==> config.mk <==
export PLATFORM = sky130hd
export DESIGN_NAME = fp_special_unit
export DESIGN_NICKNAME = d
export VERILOG_FILES = /design/src/rtl/fpx_pkg.sv /design/src/rtl/fpx_classify.sv /design/src/rtl/fpx_resolve.sv /design/src/rtl/fpx_flags.sv /design/src/rtl/fp_special_unit.sv
export SDC_FILE = /design/constraint.sdc
export NUM_CORES = 1
export LEC_CHECK = 0
export ABC_AREA = 1
export BUFFER_PORTS_ARGS = -buffer_cell sky130_fd_sc_hd__buf_2
export CAP_MARGIN = 15
export CELL_PAD_IN_SITES_DETAIL_PLACEMENT = 1
export CELL_PAD_IN_SITES_GLOBAL_PLACEMENT = 2
export CORE_MARGIN = 10
export CORE_UTILIZATION = 21
export CTS_CLUSTER_DIAMETER = 100
export CTS_CLUSTER_SIZE = 12
export DETAILED_ROUTE_END_ITERATION = 16
export GPL_ROUTABILITY_DRIVEN = 0
export PLACE_DENSITY = 0.73
export REMOVE_ABC_BUFFERS = 1
export SLEW_MARGIN = 5
export SYNTH_ARGS = -nofsm -noshare
export SYNTH_HDL_FRONTEND = slang
export SYNTH_SLANG_ARGS = --single-unit
export TNS_END_PERCENT = 10
==> constraint.sdc <==
create_clock -name clk -period 0.8 [get_ports clk]
set_input_delay 0.16 -clock clk [delete_from_list [all_inputs] [get_ports clk]]
set_output_delay 0.16 -clock clk [all_outputs]
set_load 0.02 [all_outputs]
==> src/rtl/fpx_pkg.sv <==
package fpx_pkg;
  localparam int EXP_W  = 8;
  localparam int FRAC_W = 23;
  localparam int WORD_W = 1 + EXP_W + FRAC_W;
  localparam int NFLAG  = 5;

  // flag bit positions
  localparam int FL_NX = 0;
  localparam int FL_UF = 1;
  localparam int FL_OF = 2;
  localparam int FL_DZ = 3;
  localparam int FL_NV = 4;

  localparam logic [1:0] OP_ADD = 2'b00;
  localparam logic [1:0] OP_SUB = 2'b01;
  localparam logic [1:0] OP_MUL = 2'b10;
  localparam logic [1:0] OP_DIV = 2'b11;

  localparam logic [WORD_W-1:0] DEF_NAN = {1'b0, {EXP_W{1'b1}}, 1'b1, {(FRAC_W-1){1'b0}}};

  typedef enum logic [2:0] {
    CL_ZERO, CL_SUB, CL_NORM, CL_INF, CL_QNAN, CL_SNAN
  } fcls_e;
endpackage

==> src/rtl/fpx_classify.sv <==
module fpx_classify
  import fpx_pkg::*;
#(
  parameter int EW = EXP_W,
  parameter int FW = FRAC_W
) (
  input  logic [EW+FW:0] val,
  output fcls_e          cls
);
  logic [EW-1:0] ex;
  logic [FW-1:0] fr;

  assign ex = val[EW+FW-1:FW];
  assign fr = val[FW-1:0];

  always_comb begin
    if (ex == '0)
      cls = (fr == '0) ? CL_ZERO : CL_SUB;
    else if (ex == '1) begin
      if (fr == '0)       cls = CL_INF;
      else if (fr[FW-1])  cls = CL_QNAN;
      else                cls = CL_SNAN;
    end else
      cls = CL_NORM;
  end
endmodule

==> src/rtl/fpx_resolve.sv <==
module fpx_resolve
  import fpx_pkg::*;
(
  input  logic [1:0]        op,
  input  logic [WORD_W-1:0] a,
  input  logic [WORD_W-1:0] b,
  input  fcls_e             cls_a,
  input  fcls_e             cls_b,
  output logic              special,
  output logic [WORD_W-1:0] res,
  output logic              nv,
  output logic              dz
);
  localparam logic [EXP_W-1:0] EMAX = '1;

  logic a_nan, b_nan, a_inf, b_inf, a_zero, b_zero, a_fin, b_fin;
  logic sa, sb, sb_eff, sx;
  logic [WORD_W-1:0] nan_src;

  assign a_nan  = (cls_a == CL_QNAN) || (cls_a == CL_SNAN);
  assign b_nan  = (cls_b == CL_QNAN) || (cls_b == CL_SNAN);
  assign a_inf  = (cls_a == CL_INF);
  assign b_inf  = (cls_b == CL_INF);
  assign a_zero = (cls_a == CL_ZERO);
  assign b_zero = (cls_b == CL_ZERO);
  assign a_fin  = (cls_a == CL_SUB) || (cls_a == CL_NORM);
  assign b_fin  = (cls_b == CL_SUB) || (cls_b == CL_NORM);
  assign sa     = a[WORD_W-1];
  assign sb     = b[WORD_W-1];
  assign sb_eff = sb ^ (op == OP_SUB);
  assign sx     = sa ^ sb;
  assign nan_src = a_nan ? a : b;

  always_comb begin
    special = 1'b0;
    res     = '0;
    nv      = 1'b0;
    dz      = 1'b0;
    if (a_nan || b_nan) begin
      special = 1'b1;
      res     = {nan_src[WORD_W-1:FRAC_W], 1'b1, nan_src[FRAC_W-2:0]};
      nv      = (cls_a == CL_SNAN) || (cls_b == CL_SNAN);
    end else begin
      unique case (op)
        OP_ADD, OP_SUB: begin
          if (a_inf && b_inf && (sa != sb_eff)) begin
            special = 1'b1; res = DEF_NAN; nv = 1'b1;
          end else if (a_inf) begin
            special = 1'b1; res = {sa, EMAX, {FRAC_W{1'b0}}};
          end else if (b_inf) begin
            special = 1'b1; res = {sb_eff, EMAX, {FRAC_W{1'b0}}};
          end
        end
        OP_MUL: begin
          if ((a_zero && b_inf) || (a_inf && b_zero)) begin
            special = 1'b1; res = DEF_NAN; nv = 1'b1;
          end else if (a_inf || b_inf) begin
            special = 1'b1; res = {sx, EMAX, {FRAC_W{1'b0}}};
          end
        end
        default: begin
          if ((a_zero && b_zero) || (a_inf && b_inf)) begin
            special = 1'b1; res = DEF_NAN; nv = 1'b1;
          end else if (a_fin && b_zero) begin
            special = 1'b1; res = {sx, EMAX, {FRAC_W{1'b0}}}; dz = 1'b1;
          end else if (a_inf) begin
            special = 1'b1; res = {sx, EMAX, {FRAC_W{1'b0}}};
          end else if (b_inf) begin
            special = 1'b1; res = {sx, {(WORD_W-1){1'b0}}};
          end
        end
      endcase
    end
  end
endmodule

==> src/rtl/fpx_flags.sv <==
module fpx_flags
  import fpx_pkg::*;
#(
  parameter int NF = NFLAG
) (
  input  logic          clk,
  input  logic          rst_n,
  input  logic          evt_valid,
  input  logic [NF-1:0] evt,
  input  logic          clr_valid,
  input  logic [NF-1:0] clr_mask,
  input  logic          en_wr,
  input  logic [NF-1:0] en_data,
  output logic [NF-1:0] sticky,
  output logic [NF-1:0] en,
  output logic          trap
);
  logic [NF-1:0] sticky_q, sticky_d, en_q, en_d, raised;
  logic          trap_q, trap_d;

  assign raised = evt_valid ? evt : '0;

  always_comb begin
    sticky_d = sticky_q;
    if (clr_valid) sticky_d = sticky_d & ~clr_mask;
    sticky_d = sticky_d | raised;   // new event wins over clear
    en_d     = en_wr ? en_data : en_q;
    trap_d   = |(raised & en_q);
  end

  always_ff @(posedge clk or negedge rst_n) begin
    if (!rst_n) begin
      sticky_q <= '0;
      en_q     <= '0;
      trap_q   <= 1'b0;
    end else begin
      sticky_q <= sticky_d;
      en_q     <= en_d;
      trap_q   <= trap_d;
    end
  end

  assign sticky = sticky_q;
  assign en     = en_q;
  assign trap   = trap_q;
endmodule

==> src/rtl/fp_special_unit.sv <==
module fp_special_unit
  import fpx_pkg::*;
(
  input  logic              clk,
  input  logic              rst_n,
  input  logic              op_valid,
  input  logic [1:0]        op_code,
  input  logic [WORD_W-1:0] opnd_a,
  input  logic [WORD_W-1:0] opnd_b,
  input  logic              dp_ovf,
  input  logic              dp_unf,
  input  logic              dp_inx,
  input  logic              clr_valid,
  input  logic [NFLAG-1:0]  clr_mask,
  input  logic              trap_en_wr,
  input  logic [NFLAG-1:0]  trap_en_data,
  output logic              res_valid,
  output logic              bypass,
  output logic [WORD_W-1:0] result,
  output logic [NFLAG-1:0]  sticky_flags,
  output logic [NFLAG-1:0]  trap_en,
  output logic              trap_req
);
  localparam int NOPND = 2;

  logic [NOPND-1:0][WORD_W-1:0] opnd;
  fcls_e                        cls [NOPND];

  assign opnd[0] = opnd_a;
  assign opnd[1] = opnd_b;

  for (genvar i = 0; i < NOPND; i++) begin : g_cls
    fpx_classify #(.EW(EXP_W), .FW(FRAC_W)) u_cls (
      .val (opnd[i]),
      .cls (cls[i])
    );
  end

  logic              spec, nv, dz;
  logic [WORD_W-1:0] spec_res;

  fpx_resolve u_res (
    .op      (op_code),
    .a       (opnd_a),
    .b       (opnd_b),
    .cls_a   (cls[0]),
    .cls_b   (cls[1]),
    .special (spec),
    .res     (spec_res),
    .nv      (nv),
    .dz      (dz)
  );

  logic [NFLAG-1:0] evt;
  always_comb begin
    evt        = '0;
    evt[FL_NV] = nv;
    evt[FL_DZ] = dz;
    evt[FL_OF] = dp_ovf & ~spec;
    evt[FL_UF] = dp_unf & ~spec;
    evt[FL_NX] = dp_inx & ~spec;
  end

  fpx_flags #(.NF(NFLAG)) u_flags (
    .clk       (clk),
    .rst_n     (rst_n),
    .evt_valid (op_valid),
    .evt       (evt),
    .clr_valid (clr_valid),
    .clr_mask  (clr_mask),
    .en_wr     (trap_en_wr),
    .en_data   (trap_en_data),
    .sticky    (sticky_flags),
    .en        (trap_en),
    .trap      (trap_req)
  );

  logic              vld_q, vld_d, byp_q, byp_d;
  logic [WORD_W-1:0] res_q, res_d;

  always_comb begin
    vld_d = op_valid;
    byp_d = op_valid & spec;
    res_d = spec ? spec_res : '0;
  end

  always_ff @(posedge clk or negedge rst_n) begin
    if (!rst_n) begin
      vld_q <= 1'b0;
      byp_q <= 1'b0;
      res_q <= '0;
    end else begin
      vld_q <= vld_d;
      byp_q <= byp_d;
      if (op_valid) res_q <= res_d;
    end
  end

  assign res_valid = vld_q;
  assign bypass    = byp_q;
  assign result    = res_q;
endmodule

==> impl_metrics.py <==
metrics = {
    "outcome": {
        "status": "finished with violations",
        "violations": "setup timing",
    },
    "floorplan": {
        "die_w_um": 130,
        "rows": 40,
        "pin_count": 129,
        "start_util": 0.213,
        "dieArea_mm2": 0.0169,
        "core_mm2": 0.0119,
        "fp.dieH_um": 130,
    },
    "sta": {
        "setup_ws_ns": -0.515,
        "worst_pin_slew_ns": 0.258,
        "relSlewSlack": 0.828,
        "slew_viol_final": 0,
        "max_clock_freq_ghz": 0.760,
        "finalClockSkew_ns": 0.00208,
        "rsz0062_at_grt": "true",
        "finalHoldViolCount": 0,
        "period_share": 1.64,
        "period_minus_slack_ns": 1.32,
        "setup_viol": 85,
    },
    "clock_tree": {
        "cts_max_level": 2,
        "cts_tree": "done",
        "root_buffer": "clkbuf_16",
        "insertion_delay_ns": 0.28,
        "clock-sinks": 45,
        "cts.path.max_buffers": 2,
        "path_clk_slew_ns": 0.06,
        "cts_buffers": 5,
    },
    "drt": {
        "dr.pass1.iters": 3,
        "drt-initial-drc-count": 108,
        "route.met2.wl_um": 5610,
        "wl_um": 11100,
        "final_antenna_net_count": 0,
        "wl_per_cell_um": 17.0,
        "highest_layer": "met4",
        "route.detailed.drc": 0,
        "wl_met1_um": 4680,
        "num_vias": 2886,
        "wl_met3_um": 751,
        "vias_per_cell": 4.41,
    },
    "layout": {
        "fillers": 1419,
        "nets": 591,
        "final_common_cell": "nand2_1",
        "seq_area_mm2": 0.00113,
        "multi_input_area_mm2": 0.00154,
        "area_growth_syn_to_layout_pct": 81.4,
        "post-route-util": 0.386,
        "antenna_cells": 0,
        "layout_common_cells": "nand2_1, buf_6, buf_2",
        "drive_above_1_share": 0.544,
    },
    "global_route": {
        "overflow": 0,
        "grt_pass1_wl_um": 16800,
        "grt_max_degree": 46,
        "antenna_found_initial": 0,
        "grt_usage": 0.125,
        "grt_pass1_vias": 3228,
    },
    "logic_synthesis": {
        "yosysUniqueCellTypes": 29,
        "yosys.area.top_type": "dfrtp_1",
        "post_synth.cell_area_avg_um2": 7.56,
        "synth-seq-area-share": 0.445,
        "ys_warn_count": 0,
        "synth-seq-cells": 45,
        "synthTopCellsByArea": "dfrtp_1, nand2_1, nor2_1",
        "netlist_instances": 335,
        "yosys.area.top_type_share": 0.445,
        "syn_area_mm2": 0.00253,
    },
    "power": {
        "powerDensity_mw_per_mm2": 1300,
        "leakage_nw": 2.27,
        "ir_drop_v": 0.000658,
        "power_mw": 5.96,
    },
    "worst_setup_path": {
        "critPathKind": "primary input to flop",
        "r2r_setup_slack_ns": -0.02,
        "start_kind": "primary input",
        "cp_slowest_stage_delay_ns": 0.19,
        "worstPathRequired_ns": 0.98,
        "worstPathCellList": "buf_6, nand2_4, nor2_4, nand4_1, nand2_1, inv_1, nand2_2, nand2_2, nand2_4, inv_2, nor3b_2, o21ai_2, nand2_4, nand2_2",
        "r2r_start": "u_flags.en[4]",
        "cp-startpoint": "opnd_a[29]",
        "rr_endpoint": "u_flags.trap",
        "r2r_cells": 4,
        "critical_path_buf_inv_count": 3,
        "crit_fanout": 8,
        "cp_top_family": "simple AND/OR/NAND/NOR gates",
        "cp_slowest_cell": "nand4_1",
        "cp-end-kind": "flop",
        "crit_arrival_ns": 1.49,
    },
    "place": {
        "port_buffers": 128,
        "dp_hpwl_um": 8660,
    },
    "hold_path": {
        "whs_path_depth": 3,
        "hp-class": "primary input to flop",
        "worst_hold_path.endpoint": "u_flags.en[2]",
        "min_from": "trap_en_data[2]",
    },
    "flow_run": {
        "timing.max_cap.violations": 0,
    },
}
[synth_stat cells, drive strengths merged]
library cell  count
xnor2             1
buf               7
o21ai             9
nor3b             1
inv              17
nand4             7
nand2           101
clkinv            1
and3              1
dfrtp            45
nand3b            1
nand3            13
clkbuf            4
nor3              2
xor2              2
mux2              2
a22o              2
a21oi             3
o31ai            21
nor2             95
[where the power goes]
group          leakage [nW]  internal, mW  total (mW)  switching (mW)
Sequential            0.604          2.35        2.40          0.0488
Clock                0.0797          1.45        2.34           0.889
Combinational          1.59         0.635        1.22           0.584
[kinds of logic after synthesis]
kind of cell | synth area share
AO/OA/AOI/OAI | 0.0944
XOR/XNOR | 0.0104
buffers and inverters | 0.0464
flip-flops | 0.445
multiplexers | 0.00889
AND/OR/NAND/NOR | 0.395
[metrics by stage]
step / hold WS (ns) / instance area (µm²) / cells / setup slack (ns) / setup TNS (ns)
final: 0.0907 / 4590 / 654 / -0.515 / -23.91
after global routing: 0.0976 / 4590 / 654 / -0.647 / -29.03
after CTS: 0.0854 / 4240 / 653 / -0.538 / -25.82
after detailed placement: 0.167 / 3680 / 642 / -0.926 / -31.79
after global placement: 0.167 / 3680 / 642 / -0.891 / -31.19
after floorplan: -0.136 / 2480 / 324 / -0.787 / -26.06
[repair_timing]
action,4_1_cts,5_1_grt
hold buffers,1,0
resized for setup,83,101
hold endpoints to repair,45,0
buffers inserted,3,1
setup endpoints to repair,84,86
pin swaps,27,35
[worst reg2reg max path: stages (launching register included)]
cell and delay, ns:
dfrtp_1 0.42, nand3_2 0.09, nand2_1 0.05, nor2_1 0.10, nand2_1 0.06
[cell type report]
| cell class | instances | share of cell area |
|---|---|---|
| Clock buffer | 5 | 0.0272 |
| Clock inverter | 2 | 0.00763 |
| Inverter | 18 | 0.0153 |
| Multi-Input combinational cell | 261 | 0.335 |
| Sequential cell | 45 | 0.245 |
| Tap cell | 147 | 0.0400 |
| Timing Repair Buffer | 176 | 0.330 |
[registers in the layout (all words and copies together), names as in the netlist]
name and count:
result 32, u_flags.en 5, u_flags.sticky 5, bypass 1
res_valid 1, u_flags.trap 1
[how the worst max path moves through the flow]
| stage | slack [ns] | end | depth (start not counted) |
|---|---|---|---|
| 2_1_floorplan | -0.79 | result[2] | 8 |
| 3_3_place_gp | -0.89 | u_flags.trap | 13 |
| 3_5_place_dp | -0.93 | u_flags.trap | 13 |
| 4_1_cts | -0.54 | u_flags.trap | 13 |
| 5_1_grt | -0.65 | result[31] | 13 |
| 6_report | -0.52 | result[23] | 14 |
[metal layers]
metal | vias to the layer above | GRT usage
met3 | 5 | 0.0369
met4 | 0 | 0.0218
met1 | 1382 | 0.145
met5 | - | 0
li1 | 1419 | -
met2 | 80 | 0.223
No activity file was read; power rests on OpenSTA's default activity.
